--- config.mk ---
export PLATFORM = sky130hd
export DESIGN_NAME = spi_flag_ctl
export DESIGN_NICKNAME = d
export VERILOG_FILES = /design/src/rtl/spi_flag_pkg.sv /design/src/rtl/spi_flag_dec.sv /design/src/rtl/spi_flag_cell.sv /design/src/rtl/spi_flag_data.sv /design/src/rtl/spi_flag_ctl.sv
export SDC_FILE = /design/constraint.sdc
export NUM_CORES = 1
export LEC_CHECK = 0
export BUFFER_PORTS_ARGS = -buffer_cell sky130_fd_sc_hd__buf_2
export CORE_MARGIN = 1
export CORE_UTILIZATION = 28
export CTS_BUF_LIST = sky130_fd_sc_hd__clkbuf_4 sky130_fd_sc_hd__clkbuf_8 sky130_fd_sc_hd__clkbuf_16
export CTS_CLUSTER_DIAMETER = 120
export DETAILED_ROUTE_END_ITERATION = 7
export PLACE_DENSITY_LB_ADDON = 0.05
export SLEW_MARGIN = 20
export SYNTH_ARGS = -nofsm -noshare
export SYNTH_HDL_FRONTEND = slang
export SYNTH_SLANG_ARGS = --single-unit
--- constraint.sdc ---
create_clock -name clk -period 4.2 [get_ports clk]
set_input_delay 1.26 -clock clk [delete_from_list [all_inputs] [get_ports clk]]
set_output_delay 1.26 -clock clk [all_outputs]
set_load 0.02 [all_outputs]
--- src/rtl/spi_flag_pkg.sv ---
package spi_flag_pkg;

    localparam int BYTE_W  = 8;
    localparam int NBYTE   = 2;
    localparam int DATA_W  = BYTE_W * NBYTE;
    localparam int ADDR_W  = 2;
    localparam int NFLAG   = 3;

    // flag indices, shared by set/clear vectors and interrupt enables
    localparam int IDX_TXE  = 0;
    localparam int IDX_XFR  = 1;
    localparam int IDX_MODF = 2;

    // status register bit positions
    localparam int STAT_XFR_BIT  = 7;
    localparam int STAT_TXE_BIT  = 5;
    localparam int STAT_MODF_BIT = 4;

    typedef enum logic [ADDR_W-1:0] {
        REG_CTRL = 2'd0,
        REG_STAT = 2'd1,
        REG_DATA = 2'd2
    } reg_sel_e;

    typedef struct packed {
        logic [1:0]       rsvd;
        logic             wide;
        logic             fault_det;
        logic             master;
        logic [NFLAG-1:0] irq_en;
    } ctrl_t;

    typedef struct packed {
        logic stat_rd;
        logic ctrl_wr;
        logic lo_rd;
        logic lo_wr;
        logic hi_wr;
    } bus_acc_t;

    function automatic logic [DATA_W-1:0] pack_status(input logic [NFLAG-1:0] f);
        logic [DATA_W-1:0] s;
        s = '0;
        s[STAT_XFR_BIT]  = f[IDX_XFR];
        s[STAT_TXE_BIT]  = f[IDX_TXE];
        s[STAT_MODF_BIT] = f[IDX_MODF];
        return s;
    endfunction

endpackage

--- src/rtl/spi_flag_dec.sv ---
module spi_flag_dec
    import spi_flag_pkg::*;
(
    input  logic [ADDR_W-1:0] addr,
    input  logic              rd_en,
    input  logic              wr_en,
    input  logic [NBYTE-1:0]  be,
    output bus_acc_t          acc
);

    logic sel_stat, sel_ctrl, sel_data;

    always_comb begin
        sel_stat    = (addr == REG_STAT);
        sel_ctrl    = (addr == REG_CTRL);
        sel_data    = (addr == REG_DATA);
        acc.stat_rd = rd_en & sel_stat;
        acc.ctrl_wr = wr_en & sel_ctrl;
        acc.lo_rd   = rd_en & sel_data & be[0];
        acc.lo_wr   = wr_en & sel_data & be[0];
        acc.hi_wr   = wr_en & sel_data & be[1];
    end

endmodule

--- src/rtl/spi_flag_cell.sv ---
module spi_flag_cell #(
    parameter logic RST_VAL = 1'b0
) (
    input  logic clk,
    input  logic rst,
    input  logic set_evt,
    input  logic clr_acc,
    input  logic stat_rd,
    output logic flag_o
);

    logic flag_q;
    logic arm_q;

    always_ff @(posedge clk) begin
        if (rst) begin
            flag_q <= RST_VAL;
            arm_q  <= 1'b0;
        end else if (set_evt) begin
            flag_q <= 1'b1;
            arm_q  <= 1'b0;
        end else if (clr_acc && arm_q) begin
            flag_q <= 1'b0;
            arm_q  <= 1'b0;
        end else if (stat_rd && flag_q) begin
            arm_q  <= 1'b1;
        end
    end

    assign flag_o = flag_q;


    unarmed_hold_chk: assert property (@(posedge clk) disable iff (rst)
        (flag_q && !arm_q) |=> flag_q);


    set_wins_chk: assert property (@(posedge clk) disable iff (rst)
        set_evt |=> (flag_q && !arm_q));


    idle_stable_chk: assert property (@(posedge clk) disable iff (rst)
        (!set_evt && !clr_acc) |=> $stable(flag_q));


    arm_needs_flag_chk: assert property (@(posedge clk) disable iff (rst)
        arm_q |-> flag_q);

endmodule

--- src/rtl/spi_flag_data.sv ---
module spi_flag_data
    import spi_flag_pkg::*;
(
    input  logic              clk,
    input  logic              rst,
    input  logic              wide,
    input  logic              txe,
    input  logic              lo_wr,
    input  logic              hi_wr,
    input  logic [DATA_W-1:0] wdata,
    input  logic              xfer_done,
    input  logic [DATA_W-1:0] rx_in,
    input  logic [NBYTE-1:0]  be,
    output logic [DATA_W-1:0] tx_out,
    output logic [DATA_W-1:0] rx_rd
);

    logic [DATA_W-1:0] tx_q;
    logic [DATA_W-1:0] rx_q;
    logic [NBYTE-1:0]  lane_wr;
    logic [NBYTE-1:0]  lane_on;

    assign lane_on = {wide, 1'b1};
    assign lane_wr = {hi_wr, lo_wr} & lane_on & {NBYTE{txe}};

    for (genvar b = 0; b < NBYTE; b++) begin : g_lane
        always_ff @(posedge clk) begin
            if (rst) begin
                tx_q[b*BYTE_W +: BYTE_W] <= '0;
                rx_q[b*BYTE_W +: BYTE_W] <= '0;
            end else begin
                if (lane_wr[b])
                    tx_q[b*BYTE_W +: BYTE_W] <= wdata[b*BYTE_W +: BYTE_W];
                if (xfer_done)
                    rx_q[b*BYTE_W +: BYTE_W] <= lane_on[b] ? rx_in[b*BYTE_W +: BYTE_W] : '0;
            end
        end
        assign tx_out[b*BYTE_W +: BYTE_W] = lane_on[b] ? tx_q[b*BYTE_W +: BYTE_W] : '0;
        assign rx_rd[b*BYTE_W +: BYTE_W]  = (lane_on[b] && be[b]) ? rx_q[b*BYTE_W +: BYTE_W] : '0;
    end


    gated_write_chk: assert property (@(posedge clk) disable iff (rst)
        ((lo_wr || hi_wr) && !txe) |=> $stable(tx_q));


    rx_capture_chk: assert property (@(posedge clk) disable iff (rst)
        xfer_done |=> (rx_q[BYTE_W-1:0] == $past(rx_in[BYTE_W-1:0])));

endmodule

--- src/rtl/spi_flag_ctl.sv ---
module spi_flag_ctl
    import spi_flag_pkg::*;
(
    input  logic              clk,
    input  logic              rst,
    input  logic [ADDR_W-1:0] addr,
    input  logic              rd_en,
    input  logic              wr_en,
    input  logic [NBYTE-1:0]  be,
    input  logic [DATA_W-1:0] wdata,
    output logic [DATA_W-1:0] rdata,
    input  logic              ss_n,
    input  logic              xfer_done,
    input  logic [DATA_W-1:0] rx_data,
    input  logic              tx_load,
    output logic [DATA_W-1:0] tx_data,
    output logic              irq
);

    bus_acc_t          acc;
    ctrl_t             ctrl_q;
    logic              ss_q;
    logic              ss_fall;
    logic [NFLAG-1:0]  set_v;
    logic [NFLAG-1:0]  clr_v;
    logic [NFLAG-1:0]  flags;
    logic [DATA_W-1:0] rx_rd;
    logic              irq_q;

    spi_flag_dec u_dec (
        .addr  (addr),
        .rd_en (rd_en),
        .wr_en (wr_en),
        .be    (be),
        .acc   (acc)
    );

    always_ff @(posedge clk) begin
        if (rst) begin
            ctrl_q <= '0;
            ss_q   <= 1'b1;
            irq_q  <= 1'b0;
        end else begin
            if (acc.ctrl_wr)
                ctrl_q <= ctrl_t'(wdata[$bits(ctrl_t)-1:0]);
            ss_q  <= ss_n;
            irq_q <= |(flags & ctrl_q.irq_en);
        end
    end

    assign ss_fall = ss_q & ~ss_n;

    always_comb begin
        set_v           = '0;
        clr_v           = '0;
        set_v[IDX_TXE]  = tx_load;
        set_v[IDX_XFR]  = xfer_done;
        set_v[IDX_MODF] = ss_fall & ctrl_q.master & ctrl_q.fault_det;
        clr_v[IDX_TXE]  = acc.lo_wr;
        clr_v[IDX_XFR]  = acc.lo_rd;
        clr_v[IDX_MODF] = acc.ctrl_wr;
    end

    for (genvar i = 0; i < NFLAG; i++) begin : g_flag
        spi_flag_cell #(
            .RST_VAL ((i == IDX_TXE) ? 1'b1 : 1'b0)
        ) u_cell (
            .clk     (clk),
            .rst     (rst),
            .set_evt (set_v[i]),
            .clr_acc (clr_v[i]),
            .stat_rd (acc.stat_rd),
            .flag_o  (flags[i])
        );
    end

    spi_flag_data u_data (
        .clk       (clk),
        .rst       (rst),
        .wide      (ctrl_q.wide),
        .txe       (flags[IDX_TXE]),
        .lo_wr     (acc.lo_wr),
        .hi_wr     (acc.hi_wr),
        .wdata     (wdata),
        .xfer_done (xfer_done),
        .rx_in     (rx_data),
        .be        (be),
        .tx_out    (tx_data),
        .rx_rd     (rx_rd)
    );

    always_comb begin
        rdata = '0;
        if (rd_en) begin
            case (addr)
                REG_CTRL: rdata = DATA_W'(ctrl_q);
                REG_STAT: rdata = pack_status(flags);
                REG_DATA: rdata = rx_rd;
                default:  rdata = '0;
            endcase
        end
    end

    assign irq = irq_q;


    irq_quiet_chk: assert property (@(posedge clk) disable iff (rst)
        !(|(flags & ctrl_q.irq_en)) |=> !irq);


    irq_raise_chk: assert property (@(posedge clk) disable iff (rst)
        (|(flags & ctrl_q.irq_en)) |=> irq);


    no_fault_when_off_chk: assert property (@(posedge clk) disable iff (rst)
        (!(ctrl_q.master && ctrl_q.fault_det) && !flags[IDX_MODF]) |=> !flags[IDX_MODF]);

endmodule

==> run metrics <==
outcome=completed; root buf cell=clkbuf_8; TNS Setup=0 ns; 1st-pass router iterations=4; CP Capture Type=output port; Worst-path clk slew=0.09 ns; Vias per Instance=4.48; layout cells sized above 1=29.2%; GP Congestion=about 0.70; Seq/Total Area, Yosys=41.2%; starting density of the core=29.6%; Mapped Cells=251; Multi-input gate area=0.00120 mm2; Post-Place Cell Area=approximately 0.0027 mm2; CP arrival=2.38 ns; f_max=0.274 GHz; Final Skew=between 0.01 and 0.015 ns; Post-CTS Setup Repair Bufs=0; CTS max path bufs=2; count of input and output buffers=75; DR iter-0 viols=71; # diodes=0; Critical R2R Launch=ctrl_q[5]; first-pass GRT wire length=around 8900 um; Worst Path Required=2.94 ns; Die Wd=93.2 um; Distinct cells, synth=32; Post-Route WL=5460 um; Worst Setup Slack, final=around 0.56 ns; worst skew pair latency=0.30 ns; Tmin final=3.64 ns; HPWL after detailed placement=about 3700 um; Tcrit/Tclk final=~87%; Worst R2R End=u_data.tx_q[15]; Synth Flop Type=dfxtp_1; DR vias=1836; Hold Crit Depth=2; top-count cell post-synth=dfxtp_1; core footprint=between 0.007 and 0.008 mm2; Inserted Clock Buffers=5; critical path peak fanout=21; Nets=350; Setup violations, final=0; CTS resizes=0; async set-reset flop share out of synthesis=0%; unrepaired setup endpoints after global routing=false; area grow syn2layout=19.6%; clk sinks=between 40 and 50; cell accounting for the most synthesized area=dfxtp_1; flop2flop setup slack=2.35 ns; Post-route DRC=0; Die Ht=93.2 um; antenna violations before repair=0; Leak=0.00121 uW; fin area=0.00279 mm2; worst hold path type=flop to flop; Worst R2R Path Depth=3; Worst slew margin=36.1%; GRT Resource Usage Total=13.2%; global route overflow=0; DRT antenna net count=0; max cap viols=0; syn avg cell area=9.29 um2; synth warn=0; dpl ws=roughly 0.5 ns; worst-margin pin slew=approximately 0.95 ns; Synth area leaders=dfxtp_1 (41%), mux2i_1 (15%), nand2b_1 (9.9%), and2_1 (5.4%), nor2_1 (4.3%); CP startpoint kind=input pin; largest net degree at the start of global routing=65; CP Class=input pin to output port; CTS Hold Bufs=0; largest vdd supply drop=0.197 mV; Slew Limit Fails=0; Synth Register Bits=48; synthesized cell area=0.00233 mm2; Hold Path End=u_data.tx_q[15]; die area=0.00869 mm2; CTS tree=done; final hold viol count=0; hold wc startpoint=u_data.tx_q[15]; vias in the first global route=1736; fill count=842; I/O pins=76; H-tree Lvls=2; Synth top area share=41.2%; Reg area=approximately 960 um2; Post-synth EDFFs=0; Pwr per Cell Area=about 330 mW/mm2; Post-synth top cells=dfxtp_1 (48), nand2b_1 (37), mux2i_1 (35), nor2_1 (27), and2_1 (20); Syn Nets=294; wire length per cell=13.3 um; Rows=32
metal layers:
| metal | vias to the layer above | GRT usage (%) | part of all wire, % |
|---|---|---|---|
| li1 | 939 | - | - |
| met1 | 844 | 19.5 | 53 |
| met2 | 51 | 19.1 | 41 |
| met3 | 2 | 3.01 | 5.1 |
| met4 | 0 | 3.85 | 0.73 |
| met5 | - | 0 | 0 |
state kept, by name, indices dropped and copies added (netlist names):
register	flops
g_flag.u_cell.flag_o	3
g_flag.u_cell.arm_q	3
ss_q	1
u_data.tx_out	8
irq	1
ctrl_q	8
u_data.rx_q	16
u_data.tx_q	8
critical path, stage by stage:
cell and delay (ns):
buf_2 0.29, nor3b_2 0.47, and2_1 0.19, buf_2 0.16
through the flow:
stage / hold slack (ns) / utilization (%) / power, uW / instances
floorplan: 0.444 / - / 543 / 251
detailed placement: 0.458 / 33.9 / 575 / 402
global placement: 0.458 / 33.9 / 575 / 402
global route: 0.491 / 35.4 / 958 / 410
CTS: 0.478 / 35.3 / 930 / 410
finish: 0.474 / 35.4 / 911 / 410
power by group:
| part | switching, uW | internal [uW] |
|---|---|---|
| Clock | 168 | 180 |
| Combinational | 47.5 | 41.4 |
| Sequential | 7.81 | 466 |
| Total | 224 | 687 |
how the worst max path moves through the flow:
| stage | startpoint | end | slack (ns) | cells past startpoint |
|---|---|---|---|---|
| global route | addr[1] | rdata[12] | 0.39 | 4 |
| detailed placement | addr[1] | rdata[14] | 0.51 | 4 |
| CTS | addr[1] | rdata[8] | 0.51 | 4 |
| global placement | addr[1] | rdata[14] | 0.52 | 4 |
| floorplan | be[0] | rdata[4] | 0.89 | 4 |
| finish | addr[1] | rdata[11] | 0.56 | 4 |
placed cells by master (no fill, tap or decap), drive strengths merged, types with 2 or more instances in the layout:
| master | netlist | final |
|---|---|---|
| nor3 | 2 | 2 |
| and4 | 2 | 2 |
| mux2i | 35 | 35 |
| o2bb2ai | 3 | 3 |
| nor2b | 9 | 9 |
| inv | 3 | 4 |
| nor3b | 3 | 3 |
| and4b | 2 | 2 |
| o21ai | 2 | 2 |
| nor2 | 27 | 27 |
| and2 | 20 | 20 |
| nand3 | 6 | 6 |
| buf | 18 | 75 |
| dfxtp | 48 | 48 |
| and3b | 2 | 2 |
| nand2b | 37 | 37 |
| clkbuf | 8 | 5 |
| a21oi | 14 | 14 |
final cells by class:
type | instances | area share (%)
clock buffer | 5 | 2.47
clock inverter | 3 | 1.66
inverter | 3 | 0.404
multi-input combinational | 174 | 42.9
sequential | 48 | 34.5
tap | 102 | 4.58
timing repair buffer | 75 | 13.5
logic make-up after synthesis:
logic type	count (synthesis)	synth area share (%)
multiplexers	35	15.0
flip-flops	48	41.2
AND/OR/NAND/NOR	114	29.3
AO/OA/AOI/OAI	25	7.03
buffers and inverters	29	7.46
Power figures use the tool's default switching activity.
